[config.mk]
export PLATFORM = sky130hd
export DESIGN_NAME = rtc_regfile
export DESIGN_NICKNAME = d
export VERILOG_FILES = /design/src/rtl/rtc_regfile_pkg.sv /design/src/rtl/rtc_addr_decode.sv /design/src/rtl/rtc_scratch.sv /design/src/rtl/rtc_calendar.sv /design/src/rtl/rtc_regfile.sv
export SDC_FILE = /design/constraint.sdc
export NUM_CORES = 1
export LEC_CHECK = 0
export ABC_AREA = 0
export BUFFER_PORTS_ARGS = -buffer_cell sky130_fd_sc_hd__buf_2
export CELL_PAD_IN_SITES_DETAIL_PLACEMENT = 0
export CELL_PAD_IN_SITES_GLOBAL_PLACEMENT = 1
export CORE_MARGIN = 4
export CORE_UTILIZATION = 30
export DETAILED_ROUTE_END_ITERATION = 16
export GPL_TIMING_DRIVEN = 0
export PLACE_DENSITY_LB_ADDON = 0.25
export SLEW_MARGIN = 25
export SYNTH_ARGS = -nofsm -noshare
export SYNTH_HDL_FRONTEND = slang
export SYNTH_SLANG_ARGS = --single-unit
[constraint.sdc]
create_clock -name clk -period 3.6 [get_ports clk]
set_input_delay 0.72 -clock clk [delete_from_list [all_inputs] [get_ports clk]]
set_output_delay 0.72 -clock clk [all_outputs]
set_load 0.005 [all_outputs]
[src/rtl/rtc_regfile_pkg.sv]
package rtc_regfile_pkg;

  localparam int WORD_W        = 32;
  localparam int FLAG_DATE_BIT = 7;
  localparam int FLAG_TIME_BIT = 8;

  typedef enum logic [2:0] {
    SEL_NONE,
    SEL_STAT,
    SEL_DATE,
    SEL_TIME,
    SEL_SCR
  } reg_sel_e;

  // Length of a month; unknown month codes count as 31 days.
  function automatic logic [7:0] month_days(input logic [7:0] month, input logic leap);
    case (month)
      8'd4, 8'd6, 8'd9, 8'd11: month_days = 8'd30;
      8'd2:                    month_days = leap ? 8'd29 : 8'd28;
      default:                 month_days = 8'd31;
    endcase
  endfunction

endpackage

[src/rtl/rtc_addr_decode.sv]
module rtc_addr_decode
  import rtc_regfile_pkg::*;
#(
  parameter int ADDR_W   = 10,
  parameter int DATE_OFF = 'h004,
  parameter int TIME_OFF = 'h008,
  parameter int SCR_BASE = 'h020,
  parameter int SCR_NUM  = 4,
  parameter int IDX_W    = 2
) (
  input  logic [ADDR_W-1:0] addr,
  output reg_sel_e          sel,
  output logic [IDX_W-1:0]  scr_idx
);

  logic [SCR_NUM-1:0] scr_hit;

  // One comparator per scratch slot.
  for (genvar i = 0; i < SCR_NUM; i++) begin : g_slot
    assign scr_hit[i] = (addr == ADDR_W'(SCR_BASE + 4 * i));
  end

  always_comb begin
    scr_idx = '0;
    for (int i = 0; i < SCR_NUM; i++) begin
      if (scr_hit[i]) scr_idx = IDX_W'(i);
    end
  end

  always_comb begin
    sel = SEL_NONE;
    if (addr == ADDR_W'(0))             sel = SEL_STAT;
    else if (addr == ADDR_W'(DATE_OFF)) sel = SEL_DATE;
    else if (addr == ADDR_W'(TIME_OFF)) sel = SEL_TIME;
    else if (|scr_hit)                  sel = SEL_SCR;
  end

endmodule

[src/rtl/rtc_scratch.sv]
module rtc_scratch #(
  parameter int NUM   = 4,
  parameter int IDX_W = 2,
  parameter int W     = 32
) (
  input  logic             clk,
  input  logic             rst,
  input  logic             we,
  input  logic [IDX_W-1:0] idx,
  input  logic [W-1:0]     wdata,
  output logic [W-1:0]     rdata
);

  logic [W-1:0] mem [NUM];

  always_ff @(posedge clk) begin
    if (rst) begin
      for (int i = 0; i < NUM; i++) mem[i] <= '0;
    end else if (we) begin
      mem[idx] <= wdata;
    end
  end

  assign rdata = mem[idx];

  a_r5_store: assert property (@(posedge clk) disable iff (rst)
    we |=> mem[$past(idx)] == $past(wdata));

endmodule

[src/rtl/rtc_calendar.sv]
module rtc_calendar
  import rtc_regfile_pkg::*;
#(
  parameter int BASE_YEAR = 2010
) (
  input  logic              clk,
  input  logic              rst,
  input  logic              tick,
  input  logic              ld_date,
  input  logic              ld_time,
  input  logic [WORD_W-1:0] wdata,
  output logic [WORD_W-1:0] date_q,
  output logic [WORD_W-1:0] time_q
);

  logic [7:0]  sec, mins, hr, day, mon;
  logic [2:0]  wd;
  logic [15:0] yr;
  logic        sec_wrap, min_wrap, day_carry, leap, mon_end;
  logic [31:0] abs_year;
  logic [WORD_W-1:0] time_nx, date_nx;

  assign sec  = time_q[7:0];
  assign mins = time_q[15:8];
  assign hr   = time_q[23:16];
  assign wd   = time_q[31:29];
  assign day  = date_q[7:0];
  assign mon  = date_q[15:8];
  assign yr   = date_q[31:16];

  assign sec_wrap  = (sec >= 8'd59);
  assign min_wrap  = sec_wrap && (mins >= 8'd59);
  assign day_carry = min_wrap && (hr >= 8'd23);

  assign abs_year = 32'(BASE_YEAR) + {16'd0, yr};
  assign leap     = (abs_year[1:0] == 2'b00);
  assign mon_end  = (day >= month_days(mon, leap));

  always_comb begin
    time_nx        = time_q;
    time_nx[7:0]   = sec_wrap ? 8'd0 : sec + 8'd1;
    if (sec_wrap)  time_nx[15:8]  = (mins >= 8'd59) ? 8'd0 : mins + 8'd1;
    if (min_wrap)  time_nx[23:16] = (hr >= 8'd23) ? 8'd0 : hr + 8'd1;
    if (day_carry) time_nx[31:29] = (wd >= 3'd6) ? 3'd0 : wd + 3'd1;
  end

  always_comb begin
    date_nx = date_q;
    if (mon_end) begin
      date_nx[7:0] = 8'd1;
      if (mon >= 8'd12) begin
        date_nx[15:8]  = 8'd1;
        date_nx[31:16] = yr + 16'd1;
      end else begin
        date_nx[15:8]  = mon + 8'd1;
      end
    end else begin
      date_nx[7:0] = day + 8'd1;
    end
  end

  always_ff @(posedge clk) begin
    if (rst) begin
      time_q <= '0;
      date_q <= '0;
    end else begin
      if (ld_time)   time_q <= wdata;
      else if (tick) time_q <= time_nx;
      if (ld_date)   date_q <= wdata;
      else if (tick && day_carry && !ld_time) date_q <= date_nx;
    end
  end

  a_r7_sec_step: assert property (@(posedge clk) disable iff (rst)
    (tick && !ld_time && time_q[7:0] < 8'd59) |=> time_q[7:0] == $past(time_q[7:0]) + 8'd1);

  a_r7_sec_wrap: assert property (@(posedge clk) disable iff (rst)
    (tick && !ld_time && time_q[7:0] >= 8'd59) |=> time_q[7:0] == 8'd0);

  a_r8_wd_wrap: assert property (@(posedge clk) disable iff (rst)
    (tick && !ld_time && time_q == 32'hC017_3B3B) |=> time_q == 32'h0);

  a_r10_time_load: assert property (@(posedge clk) disable iff (rst)
    ld_time |=> time_q == $past(wdata));

  a_r10_date_load: assert property (@(posedge clk) disable iff (rst)
    ld_date |=> date_q == $past(wdata));

endmodule

[src/rtl/rtc_regfile.sv]
module rtc_regfile
  import rtc_regfile_pkg::*;
#(
  parameter int MAP_SEL = 1,
  parameter int ADDR_W  = 10
) (
  input  logic              clk,
  input  logic              rst,
  input  logic              sec_tick,
  input  logic [ADDR_W-1:0] bus_addr,
  input  logic              bus_we,
  input  logic [31:0]       bus_wdata,
  input  logic              bus_re,
  output logic [31:0]       rd_data
);

  localparam int DATE_OFF  = (MAP_SEL == 0) ? 'h004 : 'h010;
  localparam int TIME_OFF  = (MAP_SEL == 0) ? 'h008 : 'h014;
  localparam int SCR_BASE  = (MAP_SEL == 0) ? 'h020 : 'h100;
  localparam int SCR_NUM   = (MAP_SEL == 0) ? 4 : 8;
  localparam int BASE_YEAR = (MAP_SEL == 0) ? 2010 : 1970;
  localparam int IDX_W     = $clog2(SCR_NUM);

  reg_sel_e          sel;
  logic [IDX_W-1:0]  scr_idx;
  logic [WORD_W-1:0] scr_rdata, date_q, time_q, stat_word;
  logic              flag_date, flag_time;
  logic              wr_date, wr_time, rd_stat;

  rtc_addr_decode #(
    .ADDR_W(ADDR_W), .DATE_OFF(DATE_OFF), .TIME_OFF(TIME_OFF),
    .SCR_BASE(SCR_BASE), .SCR_NUM(SCR_NUM), .IDX_W(IDX_W)
  ) u_dec (
    .addr(bus_addr), .sel(sel), .scr_idx(scr_idx)
  );

  rtc_scratch #(.NUM(SCR_NUM), .IDX_W(IDX_W), .W(WORD_W)) u_scr (
    .clk(clk), .rst(rst), .we(bus_we && sel == SEL_SCR),
    .idx(scr_idx), .wdata(bus_wdata), .rdata(scr_rdata)
  );

  assign wr_date = bus_we && (sel == SEL_DATE);
  assign wr_time = bus_we && (sel == SEL_TIME);
  assign rd_stat = bus_re && (sel == SEL_STAT);

  rtc_calendar #(.BASE_YEAR(BASE_YEAR)) u_cal (
    .clk(clk), .rst(rst), .tick(sec_tick),
    .ld_date(wr_date), .ld_time(wr_time), .wdata(bus_wdata),
    .date_q(date_q), .time_q(time_q)
  );

  always_comb begin
    stat_word = '0;
    stat_word[FLAG_DATE_BIT] = flag_date;
    stat_word[FLAG_TIME_BIT] = flag_time;
  end

  always_ff @(posedge clk) begin
    if (rst) begin
      flag_date <= 1'b0;
      flag_time <= 1'b0;
    end else begin
      if (rd_stat) begin
        flag_date <= 1'b0;
        flag_time <= 1'b0;
      end
      if (wr_date) flag_date <= 1'b1;
      if (wr_time) flag_time <= 1'b1;
    end
  end

  always_ff @(posedge clk) begin
    if (rst) begin
      rd_data <= '0;
    end else if (bus_re) begin
      case (sel)
        SEL_STAT: rd_data <= stat_word;
        SEL_DATE: rd_data <= date_q;
        SEL_TIME: rd_data <= time_q;
        SEL_SCR:  rd_data <= scr_rdata;
        default:  rd_data <= '0;
      endcase
    end
  end

  a_r3_date_flag: assert property (@(posedge clk) disable iff (rst)
    wr_date |=> flag_date);

  a_r3_time_flag: assert property (@(posedge clk) disable iff (rst)
    wr_time |=> flag_time);

  a_r4_clear: assert property (@(posedge clk) disable iff (rst)
    rd_stat |=> !flag_date && !flag_time);

  a_r6_hole_zero: assert property (@(posedge clk) disable iff (rst)
    (bus_re && sel == SEL_NONE) |=> rd_data == 32'h0);

  a_r2_hold: assert property (@(posedge clk) disable iff (rst)
    (!bus_re && !$past(rst)) |=> $stable(rd_data));

endmodule

# Word-level counts from Yosys, hierarchy flattened
# Memories as Yosys holds them, arrays and structs flattened.
# Cells that the tools add are included.
word_totals:
  mem_count: 1
  inputBits: 47
  ramBits: 256
  elab_cells: 113
  regBits: 98
classes:
  n_addsub: 8
  n_lt_le_gt_ge: 6
  muxes: 40
  eq_ne: 19
  n_reduce_logical: 28
mem_list:
  columns: ["memory", "depth", "word_bits", "read_ports", "rd_clocked_by_memory_dff", "wr", "line_no", "text"]
  rows:
  - ["u_scr.mem", 8, 32, 1, 0, 8, "rtc_scratch.sv:14", "logic [W-1:0] mem [NUM];"]
op_table:
  columns: ["operator", "n"]
  rows:
  - ["$mux W32", 5]
  - ["$pmux W32 S4", 1]
  - ["$eq A10 B9 Y1 const B", 8]
  - ["$mux W8", 7]
  - ["$add A8 B1 Y8 const B", 5]
  - ["$mux W3", 11]
  - ["$reduce_or A32 Y1", 1]
  - ["$mux W24", 1]
  - ["$eq A10 B5 Y1 const B", 2]
  - ["$reduce_bool A2 Y1", 9]
  - ["$add A16 B1 Y16 const B", 1]
  - ["$eq A8 B3 Y1 const B", 2]
  - ["$eq A8 B4 Y1 const B", 2]
  - ["$ge A8 B6 Y1 const B", 2]
  - ["$mux W16", 1]
  - ["$pmux W8 S2", 1]
  - ["$mux W1", 11]
  - ["$logic_not A10 Y1", 1]
  - ["$eq A8 B2 Y1 const B", 1]
  - ["$ge A8 B4 Y1 const B", 1]
  - ["$ge A8 B5 Y1 const B", 1]
  - ["$ge A8 B8 Y1", 1]
  - ["$logic_and A1 B1 Y1", 8]
  - ["$reduce_and A2 Y1", 4]
  - ["12 further kinds", 14]

# Longest topological paths before layout
logic_depth:
  ltp_word: 13
  ltp_mapped: 12
  ltp_nobuf: 12

# Cells and area by module
# From an unflattened synthesis, not the netlist that was laid out.
hier_totals:
  cells_unflattened: 1434
  area_unflattened_um2: 17932.2
modules_own_cells:
  columns: ["module", "area_per_inst_um2", "instances", "cells_per_inst", "seq_area_each_um2"]
  rows:
  - ["rtc_scratch", 11513.5, 1, 705, 7687.4]
  - ["rtc_calendar", 3722.3, 1, 465, 1281.2]
  - ["rtc_regfile", 2583.7, 1, 250, 680.7]
  - ["rtc_addr_decode", 112.6, 1, 14, 0.0]

# Worst setup path before layout
# No wires, ideal clock.
synth_timing:
  kind: "input to register"
  start: "input bus_addr[9]"
  end: "memory u_scr.mem[0][0], enable pin"
  path_slack_ns: 0.879
  path_stages: 5
  arrival_ns: 2.347
  path_buffers: 1
  cell_sequence: "nor3_1 -> buf_2 -> nand3_1 -> nor4_1 -> or2_2"
synth_lines:
  columns: ["item", "line_no", "text"]
  rows:
  - ["start: declaration", "rtc_regfile.sv:10", "input logic [ADDR_W-1:0] bus_addr,"]
  - ["end: declaration", "rtc_scratch.sv:14", null]

==> metrics.csv <==
metric;value;unit
pwr-share-clk;0.451;
cts_tree;done;
cts_buffers;41;
multi_input_area;6724;um^2
port_buffers;76;
grt_use_met2;0.3219;
arrival;3710;ps
seqPwrFrac;0.506;
fmax;284.3;MHz
yosys_warnings;0;
finalHoldViolCount;0;
r2r_start;u_cal.date_q[15];
start_kind;input port;
clk_transition_reported_paths;60;ps
final_cells;2462;
fin_ws;82.53;ps
rsz0062_at_grt;false;
wire_per_inst;24.08;um
routed_wl;59290;um
start_util;0.3046;
intPower;6.951;mW
row_count;86;
hold_buffers;0;
syn_area;16850;um^2
report.final.slew_viol_count;0;
rrSetupSlack;360;ps
clock_sinks;354;
rr_endpoint;u_cal.date_q[30];
fin_skew;15.17;ps
worst_pin_slew;1027;ps
endpoint;u_scr.mem[7][6];
syn_to_final_growth;15.57;%
dpl_cell_area;18160;um^2
cts_max_path_buffers;3;
die_w;245.0;um
yosysSeqAreaShare;0.5727;
min_period;3517;ps
final_net_count;1741;
required;3790;ps
fp.dieH;245.0;um
fillers;5609;
first_global_vias;13007;
syn_area_per_cell;10.80;um^2
worstSetupPathType;input port to flop;
drv_cap;0;
ir_worst_vdd;0.2894;mV
holdWs;453.2;ps
ctsHtreeMaxLevel;2;
post-place-ws;-826.0;ps
antenna_found_initial;3;
ff2ff_path_depth;9;
worstHoldPathCells;2;
utilization;0.3521;
final_area;19470;um^2
p_per_area;462.8;nW/um^2
relSlewSlack;0.3091;
busiest_layer;met2;
grt_pass1_wl;86820;um
drtIter0Drc;889;
cts-root-buf;clkbuf_16;
viasPerCell;5.275;
place.gp.congestion;0.9055;
status;complete, no violations;
grt_max_degree;33;
grtUsageMet1;0.2634;
p_switching;2.061;mW
num_vias;12988;
final-seq-area;9649;um^2
hold_path.class;flop to flop;
synth_edf_count;256;
synth_ff_type;edfxtp_1;
setup_viol_count_final;0;
syn-num-nets;1621;
synthArstFlopShare;0;
p_comb_frac;0.043;
grtUsageTotal;0.1936;
leakagePower;7.036;nW
ys_types;77;
syn_inst;1560;
ant_nets;0;
drive_gt1_frac;0.1046;
core_area;55310;um^2
setup_tns;0;ps
dr.pass1.iters;7;
drc;0;
placed_cells;2384;
dpl.hpwl;42360;um
fin_crit_sh;0.9771;
io_pins;79;
grt_util_met3;0.03321;
p_sw_frac;0.2287;
clock_latency;570;ps
crit_start;bus_addr[4];
grt_remaining_overflow;0;
power.total;9.012;mW
die_area;60020;um^2
critPathCaptureType;flop;
path_max_fanout;32;
ys_seq_elements;354;
## synthesized netlist by cell type (all sizes together) (4+ instances only)
| cell type | n | area (um^2) |
|---|---|---|
| and2 | 263 | 1645 |
| o221ai | 33 | 306.5 |
| nor2 | 63 | 236.5 |
| o31ai | 4 | 30.03 |
| a41o | 33 | 330.3 |
| a22oi | 6 | 45.04 |
| nor4 | 7 | 50.05 |
| xnor2 | 6 | 52.55 |
| nor3 | 28 | 183.9 |
| ha | 14 | 175.2 |
| nor3b | 4 | 30.03 |
| and4 | 4 | 35.03 |
| nand3 | 90 | 455.4 |
| xor2 | 5 | 43.79 |
| mux2i | 6 | 60.06 |
| nand2 | 191 | 716.9 |
| inv | 11 | 41.29 |
| a311oi | 6 | 52.55 |
| nand2b | 8 | 50.05 |
| a211oi | 11 | 82.58 |
| edfxtp | 256 | 7687 |
| a2bb2oi | 4 | 35.03 |
| a22o | 60 | 525.5 |
| dfxtp | 98 | 1962 |
| buf | 21 | 105.1 |
| and3 | 8 | 50.05 |
| nand4 | 9 | 56.30 |
| o211ai | 4 | 30.03 |
| clkbuf | 94 | 354.1 |
| or2 | 12 | 75.07 |
| a221oi | 6 | 52.55 |
| o21ai | 82 | 410.4 |
| a21oi | 41 | 220.2 |
| o32ai | 29 | 254.0 |
## registers in the layout (all words and copies together), names as in the netlist
register	flops
flag_date	1
flag_time	1
rd_data	32
u_cal.date_q	32
u_cal.time_q	32
u_scr.mem	256
## critical path: stages
cell and delay (ps):
buf_2 230, nor4b_4 680, and2_0 210, clkbuf_1 420
nand3_1 330, nor2_2 510, or2_4 600
## metal layers
metal	wire length [um]	up-vias
li1	-	6034
met1	26480	6508
met2	28130	371
met3	3380	75
met4	1294	0
met5	0	-
## area by class of cell
class	count	area share
diodes	2	0.0002570
plain buffers	115	0.02358
clock buffers	62	0.05944
clock inverters	13	0.006105
inverters	11	0.002121
multi-input cells	1081	0.3453
flip-flops and latches	354	0.4956
well taps	748	0.04807
repair buffers	76	0.01953
## kinds of logic after synthesis
family          Yosys count  synth area share
simple gates            702            0.2210
flops                   354            0.5727
compound gates          347            0.1569
buf+inv                 126           0.02970
fa+ha+maj                14           0.01040
xor+xnor                 11          0.005718
mux                       6          0.003565
## how the worst min path moves through the flow
stage / startpoint / to
4_1_cts: u_cal.time_q[27] / u_cal.time_q[27]
2_1_floorplan: u_cal.time_q[24] / u_cal.time_q[24]
3_5_place_dp: u_cal.time_q[27] / u_cal.time_q[27]
3_3_place_gp: u_cal.time_q[28] / u_cal.time_q[28]
5_1_grt: u_cal.time_q[26] / u_cal.time_q[26]
6_report: u_cal.time_q[27] / u_cal.time_q[27]
## power groups by stage
stage                     Clock (mW)  Combinational (mW)  Sequential [mW]
final                           4.07               0.388             4.56
after global routing            4.32               0.419             4.57
after CTS                       4.13               0.385             4.56
after detailed placement           0               0.383             4.64
after global placement             0               0.379             4.64
after floorplan                    0               0.166             4.63
## cells in the final DEF (no fill, tap or decap), types with 7 or more instances in the layout
| master | Yosys | routed |
|---|---|---|
| o21ai_0 | 77 | 77 |
| clkbuf_1 | 93 | 111 |
| buf_1 | 7 | 7 |
| nand2b_1 | 8 | 8 |
| inv_1 | 11 | 11 |
| nor3_1 | 23 | 23 |
| clkbuf_16 | 0 | 43 |
| and3_1 | 8 | 8 |
| o221ai_1 | 32 | 32 |
| ha_1 | 14 | 14 |
| nand2_1 | 191 | 191 |
| o32ai_1 | 29 | 29 |
| and2_1 | 262 | 262 |
| a41o_1 | 33 | 33 |
| or2_2 | 12 | 9 |
| dfxtp_1 | 98 | 98 |
| a211oi_1 | 11 | 11 |
| nand4_1 | 9 | 9 |
| buf_2 | 12 | 88 |
| nand3_1 | 89 | 89 |
| nor2_1 | 63 | 62 |
| a22o_1 | 60 | 60 |
| a21oi_1 | 39 | 39 |
| edfxtp_1 | 256 | 256 |
## what timing repair did
item / CTS / global route
buffers inserted: 0 / 0
gates cloned: 0 / 1
endpoints found under the setup margin: 78 / 64
gates resized for setup: 3 / 3
(Power assumes the default switching activity.)
